===== src/rtl/pf_ab_pkg.sv =====
package pf_ab_pkg;

    localparam int RET_W = 3;

    typedef enum logic [2:0] {
        PH_IDLE = 3'd0,
        PH_TON  = 3'd1,
        PH_TOFF = 3'd2,
        PH_DEC  = 3'd3,
        PH_RUN  = 3'd4
    } pf_phase_e;

    // Phases in which retirements advance a window
    function automatic logic phase_counts(input pf_phase_e ph);
        return (ph == PH_TON) || (ph == PH_TOFF) || (ph == PH_RUN);
    endfunction

endpackage


===== src/rtl/pf_cycle_timer.sv =====
module pf_cycle_timer #(
    parameter int CYC_W = 64
) (
    input  logic             clk,
    input  logic             rst,
    output logic [CYC_W-1:0] now
);
    always_ff @(posedge clk) begin
        if (rst) now <= '0;
        else     now <= now + 1'b1;
    end
endmodule


===== src/rtl/pf_window_counter.sv =====
module pf_window_counter #(
    parameter int CNT_W = 32,
    parameter int RET_W = 3
) (
    input  logic             clk,
    input  logic             rst,
    input  logic             clr,
    input  logic             cnt_en,
    input  logic [RET_W-1:0] inc,
    input  logic [CNT_W-1:0] limit,
    output logic             done
);
    localparam int SUM_W = CNT_W + 1;

    logic [CNT_W-1:0] acc;
    logic [SUM_W-1:0] sum;

    assign sum  = {1'b0, acc} + SUM_W'(inc);
    assign done = cnt_en && (sum >= {1'b0, limit});

    always_ff @(posedge clk) begin
        if (rst || clr || done) acc <= '0;
        else if (cnt_en)        acc <= sum[CNT_W-1:0];
    end
endmodule


===== src/rtl/pf_ab_judge.sv =====
module pf_ab_judge #(
    parameter int CYC_W = 64
) (
    input  logic [CYC_W-1:0] t_start,
    input  logic [CYC_W-1:0] t_mid,
    input  logic [CYC_W-1:0] t_end,
    output logic [CYC_W-1:0] span_on,
    output logic [CYC_W-1:0] span_off,
    output logic             pick_on
);
    assign span_on  = t_mid - t_start;
    assign span_off = t_end - t_mid;
    assign pick_on  = span_off > span_on;
endmodule


===== src/rtl/pf_ab_ctrl.sv =====
module pf_ab_ctrl
    import pf_ab_pkg::*;
#(
    parameter int CNT_W = 32,
    parameter int CYC_W = 64
) (
    input  logic             clk,
    input  logic             rst,
    input  logic             run_en,
    input  logic             start,
    input  logic [2:0]       retire,
    input  logic [CNT_W-1:0] trial_len,
    input  logic [CNT_W-1:0] run_len,
    output logic             pf_en,
    output logic [2:0]       phase,
    output logic [CYC_W-1:0] dur_on,
    output logic [CYC_W-1:0] dur_off,
    output logic             choice_on
);
    pf_phase_e        state;
    logic [CYC_W-1:0] now, t_start, t_mid, t_end;
    logic [CYC_W-1:0] span_on, span_off;
    logic             pick_on, win_done, cnt_en, cnt_clr;
    logic [CNT_W-1:0] limit;

    pf_cycle_timer #(.CYC_W(CYC_W)) u_timer (
        .clk(clk), .rst(rst), .now(now)
    );

    assign cnt_en  = run_en && phase_counts(state);
    assign cnt_clr = !cnt_en;
    assign limit   = (state == PH_RUN) ? run_len : trial_len;

    pf_window_counter #(.CNT_W(CNT_W), .RET_W(RET_W)) u_win (
        .clk(clk), .rst(rst), .clr(cnt_clr), .cnt_en(cnt_en),
        .inc(retire), .limit(limit), .done(win_done)
    );

    pf_ab_judge #(.CYC_W(CYC_W)) u_judge (
        .t_start(t_start), .t_mid(t_mid), .t_end(t_end),
        .span_on(span_on), .span_off(span_off), .pick_on(pick_on)
    );

    always_ff @(posedge clk) begin
        if (rst) begin
            state     <= PH_IDLE;
            t_start   <= '0;
            t_mid     <= '0;
            t_end     <= '0;
            dur_on    <= '0;
            dur_off   <= '0;
            choice_on <= 1'b0;
        end else if (!run_en) begin
            state <= PH_IDLE;
        end else begin
            unique case (state)
                PH_IDLE: if (start) begin
                    state   <= PH_TON;
                    t_start <= now;
                end
                PH_TON: if (win_done) begin
                    state <= PH_TOFF;
                    t_mid <= now;
                end
                PH_TOFF: if (win_done) begin
                    state <= PH_DEC;
                    t_end <= now;
                end
                PH_DEC: begin
                    state     <= PH_RUN;
                    dur_on    <= span_on;
                    dur_off   <= span_off;
                    choice_on <= pick_on;
                end
                PH_RUN: if (win_done) begin
                    state   <= PH_TON;
                    t_start <= now;
                end
                default: state <= PH_IDLE;
            endcase
        end
    end

    assign phase = state;
    assign pf_en = (state == PH_IDLE) || (state == PH_TON)
                || ((state == PH_RUN) && choice_on);
endmodule


===== config.mk =====
export PLATFORM = sky130hd
export DESIGN_NAME = pf_ab_ctrl
export DESIGN_NICKNAME = d
export VERILOG_FILES = /design/src/rtl/pf_ab_pkg.sv /design/src/rtl/pf_cycle_timer.sv /design/src/rtl/pf_window_counter.sv /design/src/rtl/pf_ab_judge.sv /design/src/rtl/pf_ab_ctrl.sv
export SDC_FILE = /design/constraint.sdc
export NUM_CORES = 1
export LEC_CHECK = 0
export BUFFER_PORTS_ARGS = -buffer_cell sky130_fd_sc_hd__buf_4
export CORE_MARGIN = 3
export CORE_UTILIZATION = 56
export CTS_BUF_LIST = sky130_fd_sc_hd__clkbuf_8
export DETAILED_ROUTE_END_ITERATION = 16
export GPL_ROUTABILITY_DRIVEN = 0
export PLACE_DENSITY = 0.75
export SYNTH_ARGS = -nofsm -noshare
export SYNTH_HDL_FRONTEND = slang
export SYNTH_SLANG_ARGS = --single-unit

===== constraint.sdc =====
create_clock -name clk -period 8.9 [get_ports clk]
set_input_delay 2.67 -clock clk [delete_from_list [all_inputs] [get_ports clk]]
set_output_delay 2.67 -clock clk [all_outputs]
set_load 0.01 [all_outputs]

## After elaboration in Yosys (flattened, before gate mapping)

Cells that the tools add are included.

| cells by class | value |
|---|---|
| $add $sub $neg | 4 |
| $lt $le $gt $ge | 2 |
| equality and inequality tests | 8 |
| multiplexer cells | 9 |
| bitwise operators | 1 |
| reductions and logical operators | 18 |

Operators by type and width:

| cell | count |
|---|---|
| $mux W64 | 2 |
| $pmux W64 S2 | 1 |
| $sub A64 B64 Y64 | 2 |
| $add A64 B1 Y64 const B | 1 |
| $gt A64 B64 Y1 | 1 |
| $add A32 B3 Y33 | 1 |
| $ge A33 B32 Y1 | 1 |
| $mux W32 | 1 |
| $pmux W3 S5 | 1 |
| $mux W3 | 4 |
| $reduce_and A4 Y1 | 2 |
| $eq A3 B2 Y1 const B | 2 |
| $logic_or A1 B1 Y1 | 6 |
| $ne A2 B1 Y1 const B | 3 |
| $reduce_and A3 Y1 | 2 |
| $eq A3 B1 Y1 const B | 1 |
| $eq A3 B3 Y1 const B | 1 |
| $logic_and A1 B1 Y1 | 3 |
| $logic_not A3 Y1 | 1 |
| $ne A2 B2 Y1 const B | 1 |
| $reduce_and A2 Y1 | 1 |
| $reduce_bool A2 Y1 | 1 |
| $reduce_or A2 Y1 | 1 |
| $logic_not A1 Y1 | 1 |
| $not A1 Y1 | 1 |

| storage, ports and cells | value |
|---|---|
| register bits | 420 |
| output and inout port bits | 133 |
| logic and storage cells | 51 |

## Longest topological paths before layout

Gate-level depths: netlist of run 1.

| depth | value |
|---|---|
| depth in word-level cells | 7 |
| mapped depth | 25 |

## By module

A second synthesis of run 1 with hierarchy kept.

| second synthesis, totals | value |
|---|---|
| cells, all modules | 3,422 |
| area total of the unflattened synthesis | 28,107.0 um^2 |

Modules (own cells, without submodules):

| module | instances | cells an instance | area an instance (um^2) | sequential area each (um^2) |
|---|---|---|---|---|
| pf_ab_ctrl | 1 | 1,317 | 12,888.6 | 6,486.2 |
| pf_ab_judge | 1 | 1,383 | 9,145.0 | 0.0 |
| pf_window_counter | 1 | 379 | 3,143.0 | 640.6 |
| pf_cycle_timer | 1 | 343 | 2,930.3 | 1,281.2 |

## Least setup slack after synthesis of run 1

OpenSTA, ideal clock, no wires.

| timing path | value |
|---|---|
| path kind | input port to flip-flop |
| from | input retire[0] |
| to | register t_mid[14] |
| data arrival time | 6.754 ns |
| path slack | 2.018 ns |
| stages on the path | 24 |
| cell sequence | ha_1 -> inv_1 -> fa_1 -> nor2b_1 -> o211ai_1 -> or2_1 -> buf_2 -> nor2_1 -> and2_1 -> nand3_1 -> xnor2_1 -> ha_1 -> a21o_1 -> a21o_1 -> a21oi_1 -> o211ai_1 -> a221oi_1 -> o21ai_0 -> and2_2 -> nand3b_1 -> buf_2 -> buf_2 -> mux2i_1 -> nor2_1 |

| between the ends | value |
|---|---|
| longest elaborated chain between the ends | 4 |

RTL lines:

| what | RTL line | RTL |
|---|---|---|
| start, declared | pf_ab_ctrl.sv:11 | `input logic [2:0] retire,` |
| $add A32 B3 Y33 | pf_window_counter.sv:18 | `assign sum = {1'b0, acc} + SUM_W'(inc);` |
| named net u_win.sum[26] | pf_window_counter.sv:16 | `logic [SUM_W-1:0] sum;` |
| $ge A33 B32 Y1 | pf_window_counter.sv:19 | `assign done = cnt_en && (sum >= {1'b0, limit});` |
| $logic_and A1 B1 Y1 | pf_window_counter.sv:19 |  |
| $reduce_and A3 Y1 (no source line) | - |  |
| end signal, assigned | pf_ab_ctrl.sv:63 | `t_mid <= now;` |
| end, declared | pf_ab_ctrl.sv:21 | `logic [CYC_W-1:0] now, t_start, t_mid, t_end;` |

The timed path passes the listed nets, and every way through them passes these cells.
A chain may end at the register's enable or synchronous reset.

## Final worst setup path of run 1

| timing path | value |
|---|---|
| from | register t_start[32] |
| to | register choice_on |

| between the ends | value |
|---|---|
| longest elaborated chain between the ends | 2 |

RTL lines:

| what | RTL line | RTL |
|---|---|---|
| start, declared | pf_ab_ctrl.sv:21 |  |
| start signal, assigned | pf_ab_ctrl.sv:59 | `t_start <= now;` |
| start signal, assigned | pf_ab_ctrl.sv:77 | `t_start <= now;` |
| $sub A64 B64 Y64 | pf_ab_judge.sv:11 | `assign span_on = t_mid - t_start;` |
| $gt A64 B64 Y1 | pf_ab_judge.sv:13 | `assign pick_on = span_off > span_on;` |
| end signal, assigned | pf_ab_ctrl.sv:73 | `choice_on <= pick_on;` |
| end, declared | pf_ab_ctrl.sv:18 | `output logic choice_on` |

No other way between the ends.

==> results of run 1 <==
==> logic make-up (layout without fill, tap and decap cells) <==
kind of cell	after synthesis	count (layout)	share of synthesized area (%)
adders and majority gates	228	228	10.8
AOI/OAI and AO/OA	713	713	17.3
xor gates and xnor gates	228	228	7.51
DFF	420	420	31.6
buffers and inverters	346	512	5.06
muxes	224	224	8.43
and+or+nand+nor	1110	1110	19.3
==> per-stage QoR <==
stage | area (sq um) | power (mW) | utilization, % | setup slack (ps)
floorplan | 26600 | 2.08 | - | 2020
global placement | 28400 | 2.17 | 60.8 | 1140
detailed placement | 28400 | 2.17 | 60.8 | 975
CTS | 29700 | 3.82 | 63.6 | 1610
global route | 29700 | 3.92 | 63.6 | 1150
finish | 29700 | 3.79 | 63.6 | 1490
==> cell type report <==
| cell class | instances | area [sq um] | area share (%) |
|---|---|---|---|
| inverters | 180 | 676 | 2.27 |
| well taps | 607 | 759 | 2.56 |
| clock inverters | 32 | 164 | 0.551 |
| clock buffers | 84 | 1160 | 3.89 |
| repair buffers | 216 | 1680 | 5.65 |
| flip-flops and latches | 420 | 8410 | 28.3 |
| multi-input cells | 2503 | 16900 | 56.8 |
==> per-layer routing <==
metal	vias to the layer above	global-route usage, %
met5	-	0
met4	0	11.8
met3	196	5.53
met2	1057	48.3
met1	11515	39.5
li1	11651	-
==> tightest hold or removal path, cell delays in order (launching register included) <==
cell and delay, ps:
dfxtp_1 310, nand2_1 50, a21oi_1 50
==> flip-flops by register name, indices dropped and copies added (netlist names) <==
name	cells
choice_on	1
t_start	64
u_timer.now	64
phase	3
t_mid	64
dur_off	64
dur_on	64
t_end	64
u_win.acc	32
==> worst max-delay path by stage <==
stage                    endpoint  cells past startpoint         from  slack (ps)
finish                  choice_on                     20  t_start[32]        1490
global route         u_win.acc[1]                     21    retire[0]        1150
CTS                  u_win.acc[1]                     21    retire[0]        1610
detailed placement   u_win.acc[1]                     21    retire[0]         970
global placement    u_win.acc[31]                     21    retire[0]        1140
floorplan               t_mid[14]                     24    retire[0]        2020
==> layout by cell type, fill, tap and decap left out, types with 119 or more instances in the layout <==
master / netlist / final
xnor2_1: 119 / 119
nand2_1: 261 / 260
buf_4: 2 / 211
nor2_1: 473 / 473
ha_1: 225 / 225
dfxtp_1: 420 / 420
a21o_1: 130 / 130
a21oi_1: 258 / 258
mux2i_1: 223 / 223
inv_1: 179 / 195
==> power by group through the flow <==
stage	clock network, mW	registers [mW]	logic (mW)
6_report	1.66	1.89	0.252
5_1_grt	1.76	1.89	0.269
4_1_cts	1.69	1.89	0.247
3_5_place_dp	0	1.93	0.245
3_3_place_gp	0	1.93	0.241
2_1_floorplan	0	1.93	0.152
==> metrics.md, run 1 <==
| Metric | Value |
|---|---|
| Mean post-synth cell area | 8.14 sq um |
| Final period utilization | 83.3% |
| Post-route ant nets | 0 |
| Outcome | finished clean |
| Most frequent CP cell | a21oi_1 |
| Starting Density | 56.9% |
| Post-Synthesis Cells | 3269 |
| # resized after CTS | 0 |
| Met2 routed WL | 34900 microns |
| Max_slew headroom | 18.9% |
| Total gr overflow | 0 |
| Seq/Total Area, Yosys | 31.6% |
| M1 wire length | 33800 microns |
| Yosys cell types | 98 |
| Crit-path leading delay family | simple AND/OR/NAND/NOR gates |
| Core Area | 46800 sq um |
| Via count | 24419 |
| R2R Path End | choice_on |
| Initial antenna violation count | 2 |
| Leakage power | 14.5 nW |
| Internal power | 2.83 mW |
| Slowest cell on crit path | nor3_1 |
| Die area | 50200 sq um |
| Min-Delay Path Class | reg -> reg |
| CTS max path bufs | 3 |
| Port Buf Inserts | 203 |
| Combinational Power Share | 6.6% |
| Post-synth EDFFs | 0 |
| Crit path DAT | 7980 ps |
| DRT iter0 DRCs | 2224 |
| Clock Skew | 35.3 ps |
| H-tree depth | 3 |
| # IOs | 204 |
| Number of global-route vias before repair | 23333 |
| Synth cell count leaders | nor2_1 (473), dfxtp_1 (420), nand2_1 (261) |
| Pwr dens | 128 nW/um^2 |
| Hold buffers post-CTS | 0 |
| Reg2Reg Launch Point | t_start[32] |
| Synthesis Warnings | 0 |
| Routed len/inst | 19.2 microns |
| Top-area cell type share of the netlist area | 31.6% |
| CTS buffer count | 73 |
| Ys async rst share | 0% |
| GRT Total Usage | 29.8% |
| Vias per cell | 6.04 |
| Fillers | 4006 |
| Post-Syn Nets | 3568 |
| Residual DRC | 0 |
| Min cycle time layout | 7410 ps |
| Die height | 224 microns |
| Seq cells post-synth | 420 |
| Fin. Hold Viols | 0 |
| Clock transition at path regs | 60 ps |
| Worst-margin pin slew | 1210 ps |
| Row cnt | 79 |
| Min-Delay Startpoint | dur_off[59] |
| Synth top area cells | dfxtp_1 (32%), ha_1 (11%), mux2i_1 (8.4%) |
| Max cap viols | 0 |
| Die width | 224 microns |
| Nature of the critical path endpoint | register |
| NetSw | 0.964 mW |
| Layout Area Growth over Synthesis | 11.7% |
| WHS Path Cells | 2 |
| CP required | 9470 ps |
| Ant. Diodes | 0 |
| R2R setup slack | 1490 ps |
| Final std cells w/o fill | 4042 |
| Highest routed layer | met4 |
| Synth area leader | dfxtp_1 |
| Share of power burned in registers | 49.7% |
| Critical Path, Cell by Cell | inv_1, ha_1, a211oi_1, o21bai_1, nor3_1, o21ai_0, nor3_1, o31ai_1, a21oi_1, xnor2_1, ha_1, nand4_1, nor4b_1, nand2_1, or3_1, o221ai_1, a21oi_1, o21ai_0, nand2_1, a21oi_1 |
| Biggest cell delay along the critical path | 950 ps |
| Pre-antenna DRT Iters | 6 |
| Worst Hold Endpoint | dur_off[59] |
| First-pass GRT wire length | 122000 microns |
| Clock Latency Late Sink | 650 ps |
| Bufs and invs on worst path | 1 |
| Sw Share | 25.4% |
| Clock Tree Root | clkbuf_8 |
| Worst Hold Slack | 453 ps |
| RSZ-0062 raised after global routing | no |
| CTS tree | done |
| Peak Freq | 135 MHz |
| Worst setup SP type | register |
| Max-slew violations | 0 |
| Layout cells sized above 1 | 11.0% |
| WS Path Type | reg -> reg |
| Post-Place Cells | 3926 |
| Final-report setup violation count | 0 |
| Clk pwr share | 43.6% |
| Hpwl dp | 58200 microns |
| Routed WL | 77800 microns |
| Worst-case reg-to-reg path depth | 20 |
| Largest net degree at the start of global routing | 193 |
| Cell with the most instances after synthesis | nor2_1 |
| CTS sink cnt | 420 |
| Peak VDD IR | 0.117 mV |
| Ys flop type | dfxtp_1 |
| Synthesized area | 26600 sq um |
| Layout Nets | 3693 |
| Met3 WL | 6340 microns |
| Post-CTS setup buffer count | 0 |
| CP Max Fanout | 8 |
| TNS Setup | 0 ps |
(Power assumes the default switching activity.)
==> run 2: changes to the inputs <==
==> constraint.sdc (replaced) <==
create_clock -name clk -period 7.4 [get_ports clk]
set_input_delay 2.22 -clock clk [delete_from_list [all_inputs] [get_ports clk]]
set_output_delay 2.22 -clock clk [all_outputs]
set_load 0.01 [all_outputs]
==> run 2 against run 1 <==
- clock power rose by 22%
- combinational power rose by 22%
- worst hold slack improved by 1.3 ps
- sequential share of layout area fell by 0.082 points
- global-route usage fell by 0.26 points
- die area did not move
- non-clock buffer count rose by 4
- power rose by 21%
- critical path type is now in -> reg
- cell count rose by 0.35%
- sequential cell count did not move
==> metrics.md, run 2 (synthesized netlist as in run 1, its figures left out) <==
| Metric | Value |
|---|---|
| Outcome | finished clean |
| Core Area | 46800 sq um |
| Pre-CTS WS | 29.8 ps |
| First-pass GRT wire length | 121000 microns |
| Number of global-route vias before repair | 22888 |
| Residual DRC | 0 |
| Sw Share | 25.0% |
| Hpwl dp | 57700 microns |
| Port Buf Inserts | 203 |
| H-tree depth | 3 |
| Layout Nets | 3698 |
| Post-route ant nets | 0 |
| Clock transition at path regs | 60 ps |
| Final worst slack | 638 ps |
| Final std cells w/o fill | 4056 |
| Internal power | 3.45 mW |
| NetSw | 1.15 mW |
| Final-report setup violation count | 0 |
| R2R setup slack | 990 ps |
| Combinational Power Share | 6.7% |
| Clock Skew | 34.9 ps |
| Leakage power | 14.6 nW |
| Worst setup SP type | primary input |
| Initial antenna violation count | 2 |
| Starting Density | 56.9% |
| Die height | 224 microns |
| CTS buffer count | 74 |
| Fin. Hold Viols | 0 |
| Clk pwr share | 44.0% |
| Min-Delay Path Class | reg -> reg |
| Slowest cell on crit path | or3b_1 |
| Total gr overflow | 0 |
| Highest routed layer | met4 |
| Die area | 50200 sq um |
| Final period utilization | 91.4% |
| Worst-margin pin slew | 1120 ps |
| CTS tree | done |
| Row cnt | 79 |
| Commonest non-fill, non-tap cell in the layout | nor2_1 |
| M1 wire length | 33200 microns |
| Largest net degree at the start of global routing | 139 |
| Commonest cells after routing, fill and taps aside | nor2_1 (473), dfxtp_1 (420), nand2_1 (260) |
| Nature of the critical path endpoint | register |
| Crit path DAT | 7320 ps |
| Met3 WL | 5970 microns |
| Clock Tree Root | clkbuf_8 |
| Layout cells sized above 1 | 11.0% |
| Post-Place Cells | 3930 |
| Routed len/inst | 18.9 microns |
| WS Path Type | in -> reg |
| GRT Total Usage | 29.5% |
| DRT iter0 DRCs | 2020 |
| Layout Area Growth over Synthesis | 12.1% |
| Register area | 8410 sq um |
| Total power | 4.60 mW |
| RSZ-0062 raised after global routing | no |
| Pwr dens | 154 nW/um^2 |
| CP Max Fanout | 23 |
| Biggest cell delay along the critical path | 680 ps |
| CP required | 7960 ps |
| Peak VDD IR | 0.133 mV |
| Routed WL | 76800 microns |
| Pre-antenna DRT Iters | 5 |
| Critical Path, Cell by Cell | buf_4, ha_1, inv_1, fa_1, nor2b_1, o211ai_1, or2_1, nor2_1, and2_1, nand3_1, xnor2_1, ha_1, a21o_1, a21o_1, a21oi_1, o211ai_1, a221oi_1, o21ai_0, and2_2, or3b_1, buf_4, nor2_1 |
| Via count | 24285 |
| Post-CTS setup buffer count | 0 |
| Max-slew violations | 0 |
| Hold buffers post-CTS | 0 |
| Met2 routed WL | 35200 microns |
| Share of power burned in registers | 49.3% |
| Max_slew headroom | 25.3% |
| Clock Latency Late Sink | 630 ps |
| Max cap viols | 0 |
| # IOs | 204 |
| Peak Freq | 148 MHz |
| Fillers | 3984 |
| TNS Setup | 0 ps |
| Vias per cell | 5.99 |
| Min cycle time layout | 6760 ps |
| # resized after CTS | 0 |
| Area of the multi-input gates | 16900 sq um |
| Die width | 224 microns |
| Worst Hold Slack | 454 ps |
| CTS max path bufs | 3 |
| CTS sink cnt | 420 |
run 2: final timing paths:
kind               start            end  depth (start not counted)
max reg2reg  t_start[32]      choice_on                         21
max            retire[0]  u_win.acc[16]                         22
min           dur_on[58]     dur_on[58]                          2
min reg2reg   dur_on[58]     dur_on[58]                          2
run 2: area by class of cell:
| type | count | area share [%] |
|---|---|---|
| diodes | 1 | 0.00839 |
| clock buffers | 89 | 4.11 |
| clock inverters | 36 | 0.499 |
| inverters | 180 | 2.27 |
| multi-input cells | 2503 | 56.6 |
| flip-flops and latches | 420 | 28.2 |
| well taps | 607 | 2.55 |
| repair buffers | 220 | 5.73 |
run 2: routing by layer:
metal	vias to the layer above	global-route usage, %
met1	11449	39.0
met4	0	10.2
met2	981	48.9
met5	-	0
met3	177	5.29
li1	11678	-
run 2: power by group through the flow:
stage | Combinational (mW) | Clock (mW) | Sequential [mW]
6_report | 0.308 | 2.03 | 2.27
4_1_cts | 0.302 | 2.07 | 2.27
5_1_grt | 0.328 | 2.17 | 2.27
2_1_floorplan | 0.183 | 0 | 2.32
3_5_place_dp | 0.300 | 0 | 2.32
3_3_place_gp | 0.295 | 0 | 2.32
run 2: through the flow:
stage | utilization (%) | cell area, sq um
after CTS | 63.8 | 29800
after floorplan | - | 26600
after detailed placement | 60.8 | 28400
final | 63.8 | 29800
after global placement | 60.8 | 28400
after global routing | 63.8 | 29800
run 2: critical path, delay by kind of cell:
kind | cells | cell delay, ps
AO/OA/AOI/OAI | 7 | 1270
XOR/XNOR | 1 | 190
adder cells (fa/ha/maj) | 3 | 880
buffers and inverters | 3 | 450
AND/OR/NAND/NOR | 8 | 2280
